$ cat src/rtl/hwt_pkg.sv
package hwt_pkg;
  localparam int CNT_W = 16;

  typedef struct packed {
    logic clr;   // start trigger: load zero, drop overflow
    logic inc;   // advance the counter one step
    logic cap;   // copy counter into the capture register
  } dpCmd_t;
endpackage

$ cat src/rtl/hwt_input_cond.sv
module hwt_input_cond #(
  parameter int SYNC_STAGES = 2,
  parameter int FILT_LEN    = 2
) (
  input  logic clk,
  input  logic rstN,
  input  logic cntEn,
  input  logic filtEn,
  input  logic tIn,
  output logic riseDet,
  output logic fallDet
);
  logic [SYNC_STAGES-1:0] syncQ;
  logic [FILT_LEN-1:0]    histQ;
  logic                   syncOut;
  logic                   steady;
  logic                   lvlQ;
  logic                   nextLvl;

  always_ff @(posedge clk) begin
    if (!rstN) syncQ <= '0;
    else       syncQ <= {syncQ[SYNC_STAGES-2:0], tIn};
  end

  assign syncOut = syncQ[SYNC_STAGES-1];

  // the history of count-clock samples feeding the filter
  always_ff @(posedge clk) begin
    if (!rstN)      histQ <= '0;
    else if (cntEn) histQ <= {histQ[FILT_LEN-2:0], syncOut};
  end

  assign steady  = syncOut ? (&histQ) : ~(|histQ);
  assign nextLvl = filtEn ? (steady ? syncOut : lvlQ) : syncOut;

  always_ff @(posedge clk) begin
    if (!rstN)      lvlQ <= 1'b0;
    else if (cntEn) lvlQ <= nextLvl;
  end

  assign riseDet = cntEn & nextLvl & ~lvlQ;
  assign fallDet = cntEn & ~nextLvl & lvlQ;
endmodule

$ cat src/rtl/hwt_ctrl.sv
module hwt_ctrl
  import hwt_pkg::*;
(
  input  logic   clk,
  input  logic   rstN,
  input  logic   cntEn,
  input  logic   startWr,
  input  logic   stopWr,
  input  logic   riseDet,
  input  logic   fallDet,
  output dpCmd_t cmd,
  output logic   chanEn
);
  typedef enum logic [1:0] {ST_IDLE, ST_ARMED, ST_MEAS} chState_t;
  chState_t stateQ, stateD;

  always_comb begin
    stateD = stateQ;
    cmd    = '0;
    if (stopWr) begin
      stateD = ST_IDLE;
    end else if (startWr) begin
      stateD = ST_ARMED;
    end else begin
      unique case (stateQ)
        ST_ARMED: if (riseDet) begin
          cmd.clr = 1'b1;
          stateD  = ST_MEAS;
        end
        ST_MEAS: begin
          if (fallDet) begin
            cmd.cap = 1'b1;
            stateD  = ST_ARMED;
          end else begin
            cmd.inc = cntEn;
          end
        end
        default: ;
      endcase
    end
  end

  always_ff @(posedge clk) begin
    if (!rstN) stateQ <= ST_IDLE;
    else       stateQ <= stateD;
  end

  assign chanEn = (stateQ != ST_IDLE);


  stop_clears_chk: assert property (@(posedge clk) disable iff (!rstN)
    stopWr |=> !chanEn);
endmodule

$ cat src/rtl/hwt_datapath.sv
module hwt_datapath
  import hwt_pkg::*;
#(
  parameter int CW = CNT_W
) (
  input  logic          clk,
  input  logic          rstN,
  input  dpCmd_t        cmd,
  output logic [CW-1:0] cntVal,
  output logic [CW-1:0] capVal,
  output logic          irqOut,
  output logic          ovfOut
);
  logic [CW-1:0] cntQ;
  logic [CW-1:0] capQ;
  logic          irqQ;
  logic          ovfQ;

  always_ff @(posedge clk) begin
    if (!rstN) begin
      cntQ <= '0;
      ovfQ <= 1'b0;
    end else if (cmd.clr) begin
      cntQ <= '0;
      ovfQ <= 1'b0;
    end else if (cmd.inc) begin
      cntQ <= cntQ + 1'b1;
      if (cntQ == '1) ovfQ <= 1'b1;
    end
  end

  always_ff @(posedge clk) begin
    if (!rstN) begin
      capQ <= '0;
      irqQ <= 1'b0;
    end else begin
      irqQ <= cmd.cap;
      if (cmd.cap) capQ <= cntQ;
    end
  end

  assign cntVal = cntQ;
  assign capVal = capQ;
  assign irqOut = irqQ;
  assign ovfOut = ovfQ;


  irq_single_pulse_chk: assert property (@(posedge clk) disable iff (!rstN)
    irqQ |=> !irqQ);


  cap_moves_with_irq_chk: assert property (@(posedge clk) disable iff (!rstN)
    !$stable(capQ) |-> irqQ);


  ovf_after_max_chk: assert property (@(posedge clk) disable iff (!rstN)
    $rose(ovfQ) |-> ($past(cntQ) == '1));
endmodule

$ cat src/rtl/hwt_top.sv
module hwt_top
  import hwt_pkg::*;
#(
  parameter int CW          = CNT_W,
  parameter int SYNC_STAGES = 2,
  parameter int FILT_LEN    = 2
) (
  input  logic          clk,
  input  logic          rstN,
  input  logic          cntEn,
  input  logic          startWr,
  input  logic          stopWr,
  input  logic          filtEn,
  input  logic          tIn,
  output logic [CW-1:0] capData,
  output logic          capIrq,
  output logic          chanEn,
  output logic          ovfFlag
);
  logic          riseDet;
  logic          fallDet;
  dpCmd_t        cmd;
  logic [CW-1:0] cntVal;

  hwt_input_cond #(.SYNC_STAGES(SYNC_STAGES), .FILT_LEN(FILT_LEN)) u_cond (
    .clk(clk), .rstN(rstN), .cntEn(cntEn), .filtEn(filtEn), .tIn(tIn),
    .riseDet(riseDet), .fallDet(fallDet)
  );

  hwt_ctrl u_ctrl (
    .clk(clk), .rstN(rstN), .cntEn(cntEn), .startWr(startWr), .stopWr(stopWr),
    .riseDet(riseDet), .fallDet(fallDet), .cmd(cmd), .chanEn(chanEn)
  );

  hwt_datapath #(.CW(CW)) u_dp (
    .clk(clk), .rstN(rstN), .cmd(cmd), .cntVal(cntVal),
    .capVal(capData), .irqOut(capIrq), .ovfOut(ovfFlag)
  );


  irq_needs_enable_chk: assert property (@(posedge clk) disable iff (!rstN)
    capIrq |-> $past(chanEn));


  count_frozen_chk: assert property (@(posedge clk) disable iff (!rstN)
    !cntEn |=> $stable(cntVal));
endmodule

$ cat config.mk
export PLATFORM = sky130hd
export DESIGN_NAME = hwt_top
export DESIGN_NICKNAME = d
export VERILOG_FILES = /design/src/rtl/hwt_pkg.sv /design/src/rtl/hwt_input_cond.sv /design/src/rtl/hwt_ctrl.sv /design/src/rtl/hwt_datapath.sv /design/src/rtl/hwt_top.sv
export SDC_FILE = /design/constraint.sdc
export NUM_CORES = 1
export LEC_CHECK = 0
export BUFFER_PORTS_ARGS = -buffer_cell sky130_fd_sc_hd__buf_2
export CAP_MARGIN = 20
export CORE_MARGIN = 3
export CORE_UTILIZATION = 50
export DETAILED_ROUTE_END_ITERATION = 10
export PLACE_DENSITY = 0.74
export SLEW_MARGIN = 20
export SYNTH_ARGS = -nofsm -noshare
export SYNTH_HDL_FRONTEND = slang
export SYNTH_HIERARCHICAL = 1
export SYNTH_SLANG_ARGS = --single-unit
$ cat constraint.sdc
create_clock -name clk -period 2.03 [get_ports clk]
set_input_delay 0.609 -clock clk [delete_from_list [all_inputs] [get_ports clk]]
set_output_delay 0.609 -clock clk [all_outputs]
set_load 0.05 [all_outputs]
# Word-level counts from Yosys, hierarchy flattened
# Cells that the tools add are included.
# classes
muxes	14
n_eq_ne	7
n_reduce_logical	11
bitwise	8
addsub	1
# op_table
operator	count
$add 16x1->16 const B	1
$eq 16x16->1 const B	1
$mux 1	8
$mux 2	3
$mux 3	2
$ne 3x3->1 const B	2
$reduce_and 3->1	2
$reduce_or 2->1	3
$and 1x1->1	4
$ne 2x2->1 const B	2
$not 1->1	4
$pmux 2 s2	1
$reduce_and 2->1	2
$reduce_bool 2->1	2
$reduce_bool 3->1	1
$reduce_or 3->1	1
$eq 2x1->1 const B	1
$eq 2x2->1 const B	1
# totals
elab_cells	50
output_inout_bits	19
input_bits	7
reg_bits	41

# Logic depth before layout (Yosys ltp)
# depth
ltp_word	13
mapped_depth	9
ltp_nobuf	8

# Cells and area by module
# The synthesis kept the hierarchy.
# modules_own_cells
mod	area_each_um2	seq_area_each_um2	n_inst	cells_each
hwt_datapath	1514.0	680.7	1	147
hwt_input_cond	210.2	100.1	1	20
hwt_ctrl	131.4	40.0	1	17

# Worst setup path after synthesis
# Ideal clock, no wire load.
# synth_timing
kind	input to register
from	in stopWr
to	reg u_dp.cntQ[9] (netlist: u_dp/cntVal[9])
slack_ns	0.045
setup_time_ns	0.070
path_buffers	1
arrival_ns	1.914
t_required_ns	1.960
cell_stages	6
cell_sequence	nor4b_1 and3_1 buf_4 nand4_4 or4_1 a21oi_1
# synth_lines
element	line_no	text
start: declaration	hwt_top.sv:12	input logic stopWr,
end signal: assignment	hwt_datapath.sv:27	cntQ <= cntQ + 1'b1;
end: declaration	hwt_datapath.sv:14	logic [CW-1:0] cntQ;

==> key figures <==
Yosys
  • Post-synthesis simple-gate area fraction: 29.5%
  • Post-Synth XOR/XNOR Area: 1.89%
  • Mapped Cells: 184
  • Syn Area/Cell: 10.1 µm²
  • Number of synthesized register bits: 41
  • Multiplexer area fraction after synthesis: 13.5%
  • Yosys warns: 6
  • Top_reg_cell synth: dfxtp_1
  • Sequential fraction of the synthesis area: 44.2%
  • Post-synthesis adder-cell area fraction: 0.674%
  • Unique cell type count in the Yosys netlist: 40
  • Synth top area cells: dfxtp_1, mux2i_1, nor2b_1
  • Post-Syn Area: 0.00186 mm²
  • Post-synth EDFFs: 0
  • Leading area contributor after synthesis: dfxtp_1
  • Asr flop ratio synth: 0%
  • Largest family of logic cells by synthesized area: simple AND/OR/NAND/NOR gates
  • Syn nets: 192
  • Top-area cell type share of the netlist area: 44.2%
  • Compound-gate portion of the synthesized area: 6.74%

Flow run
  • Max Cap Viol: 0

Worst setup path
  • Crit path max-delay cell type: and2b_1
  • Critical Path Max Stage Delay: 230 ps
  • Req. time, crit path: 2220 ps
  • Critical Path Start Type: primary input
  • CP delay by family, top: simple AND/OR/NAND/NOR gates
  • Worst R2R End: u_dp/ovfOut
  • R2R cell count: 9
  • CP max FO: 5
  • Critical path buffers and inverters: 2
  • CP Cell Sequence: buf_2 -> a21bo_1 -> nand3_1 -> nor2_1 -> nand2_1 -> nor4_1 -> buf_4 -> and2b_1 -> and3_1 -> a22o_1
  • R2r startpoint: u_cond/histQ[0]
  • Crit Path Class: in2reg
  • Worst EP arrival: 2140 ps
  • CP endpoint kind: flop
  • R2R Setup Slk: 150 ps

Timing
  • Worst hold slack: 443 ps
  • Final period util: 95.8%
  • Post-route setup slack: 84.9 ps
  • Max Clock Freq: 0.514 GHz
  • Fin crit period: 1950 ps
  • Clk_skew: 7.61 ps
  • Fin. Hold Viols: 0
  • Count of final max-slew check failures: 0
  • RSZ-0062 raised after global routing: no
  • Setup violators final: 0
  • Worst-Margin Slew: 312 ps
  • Max-Slew Margin vs Limit: 79.2%

Drt
  • Post-route ant nets: 0
  • Routed WL: 3.60 mm
  • Initial DRC count: 48
  • Vias per cell: 5.31
  • DRC violations left: 0
  • Drt pass-1 iters: 6
  • DR WL/cell: 12.9 µm
  • Vias: 1476

CTS
  • CTS tree: yes
  • Worst-Skew Late Latency: 290 ps
  • Post-CTS Hold Fix Bufs: 0
  • CTS root buffer: clkbuf_8
  • Htree depth: 2
  • CTS clk-pin slew, worst paths: 80 ps
  • TritonCTS Buffers: 5
  • Bufs on Longest Clock Path: 2
  • Clk sinks: 41

Finish
  • Fraction of layout cells with a size suffix above 1: 31.5%
  • Antenna diodes: 0
  • Layout Nets: 239
  • Area growth syn-to-layout: 25.4%

Power and ir drop
  • Sequential share of power: 52.3%
  • Peak VDD IR: 0.477 mV
  • PD cells: 665 mW/mm²
  • Cell leakage power: 0.000952 µW
  • Power Internal: 1240 µW
  • Net Sw Frac: 19.9%
  • Clock group share of total power: 43.5%
  • Switching pwr: 308 µW
  • Pwr Total: 1550 µW
  • Gate power share: 4.1%

Global routing
  • Number of global-route vias before repair: 1463
  • Grt ovf: 0
  • Grt met3 use: 5.23%
  • GRT Max-Usage Layer: met2
  • First-pass GRT wire length: 6.24 mm
  • GR Util met1: 19.8%
  • Global Route met2 Usage: 32.8%
  • Pin count of the biggest net entering global routing: 26
  • Initial antenna violation count: 0
  • Global-route usage over all layers: 18.4%

Outcome
  • Status: finished, final reports clean

Placement
  • DP HPWL: 2.65 mm
  • Post-place setup slack: -296 ps
  • GPL Wtd Cong: 0.740
  • Port bufs: 25

Floorplan
  • Row Count: 21
  • Full die area: 0.00448 mm²
  • Ports: 26
  • Initial Util: 53.9%
  • Die width: 66.9 µm
  • Die Y: 66.9 µm
  • Core Area: 0.00344 mm²

Min path
  • Endpoint, Worst Hold: u_cond/syncQ[1]
  • WHS Path Cells: 1
  • Hold Crit Start: u_cond/syncQ[0]
  • Min-delay worst type: reg2reg
-- synth_stat cells, types with 2 or more instances --
cell and n:
dfxtp_1 41, mux2i_1 25, nor2b_1 19, nand2_1 13, nand2b_1 8, nor2_1 7
a21oi_1 6, nor4_2 6, nand4_1 5, buf_2 4, inv_1 4, o21ai_0 4
and2_1 3, nand3_1 3, o31ai_1 3, or4_1 3, xor2_1 3, and3_1 2
clkbuf_1 2, nand4_4 2, nor3_1 2
-- flip-flops by register name (all words and copies together), names as in the netlist --
name / count
u_cond/lvlQ: 1
u_cond/syncQ: 2
u_cond/histQ: 2
u_dp/irqOut: 1
u_dp/capVal: 16
u_ctrl/stateQ: 2
u_dp/ovfOut: 1
u_dp/cntVal: 16
-- metal layers --
| metal | share of wire [%] | routed length [µm] |
|---|---|---|
| met1 | 42 | 1520 |
| met2 | 51 | 1850 |
| met3 | 4.3 | 153 |
| met4 | 2.0 | 71 |
| met5 | 0 | 0 |
-- per-stage QoR --
stage / cells / cell area, µm² / utilization [%] / TNS [ps]
finish: 278 / 2330 / 67.6 / 0
global route: 278 / 2330 / 67.6 / 0
CTS: 274 / 2250 / 65.4 / 0
detailed placement: 266 / 2130 / 62.0 / -2840
global placement: 266 / 2130 / 62.0 / -2060
floorplan: 184 / 1860 / - / 0
-- cell families (layout without fill, tap and decap cells) --
family | after synthesis | count (layout)
simple gates | 82 | 82
flops | 41 | 41
mux | 25 | 25
compound gates | 18 | 18
buf+inv | 13 | 61
xor+xnor | 4 | 4
fa+ha+maj | 1 | 1
-- cell type report --
| class | instances | area (µm²) |
|---|---|---|
| multi-input cells | 130 | 1020 |
| repair buffers | 48 | 298 |
| inverters | 5 | 18.8 |
| clock inverters | 1 | 30.0 |
| clock buffers | 7 | 86.3 |
| flip-flops and latches | 41 | 821 |
| well taps | 46 | 57.6 |
| fillers | 283 | 1110 |
-- worst max-delay path by stage --
stage	start	endpoint	slack, ps	cells after the start
final	filtEn	u_dp/ovfOut	80	10
after CTS	filtEn	u_dp/cntVal[14]	20	9
after global routing	u_cond/histQ[1]	u_dp/cntVal[9]	10	7
after floorplan	stopWr	u_dp/cntVal[9]	50	6
after detailed placement	filtEn	u_dp/cntVal[14]	-300	9
after global placement	filtEn	u_dp/ovfOut	-230	10
-- power groups by stage --
stage	Combinational (µW)	Sequential (µW)	Clock [µW]
after floorplan	30.9	828	0
after global placement	60.6	829	0
after detailed placement	64.5	829	0
after CTS	64.9	810	689
after global routing	70.7	810	732
final	64.2	810	673
-- layout by cell type (no fill, tap or decap), types with 6 or more instances in the layout --
| master | netlist | routed |
|---|---|---|
| nand2b_1 | 8 | 8 |
| a21oi_1 | 6 | 6 |
| mux2i_1 | 25 | 25 |
| nor2_1 | 7 | 7 |
| nor2b_1 | 19 | 19 |
| buf_4 | 1 | 23 |
| buf_2 | 4 | 25 |
| nand2_1 | 13 | 13 |
| dfxtp_1 | 41 | 41 |
| clkbuf_8 | 0 | 6 |
-- what timing repair did --
action,CTS,global route
resized for setup,0,9
hold endpoints to repair,0,0
setup buffers,0,5
endpoints found under the setup margin,0,10
No activity file was read; power rests on OpenSTA's default activity.
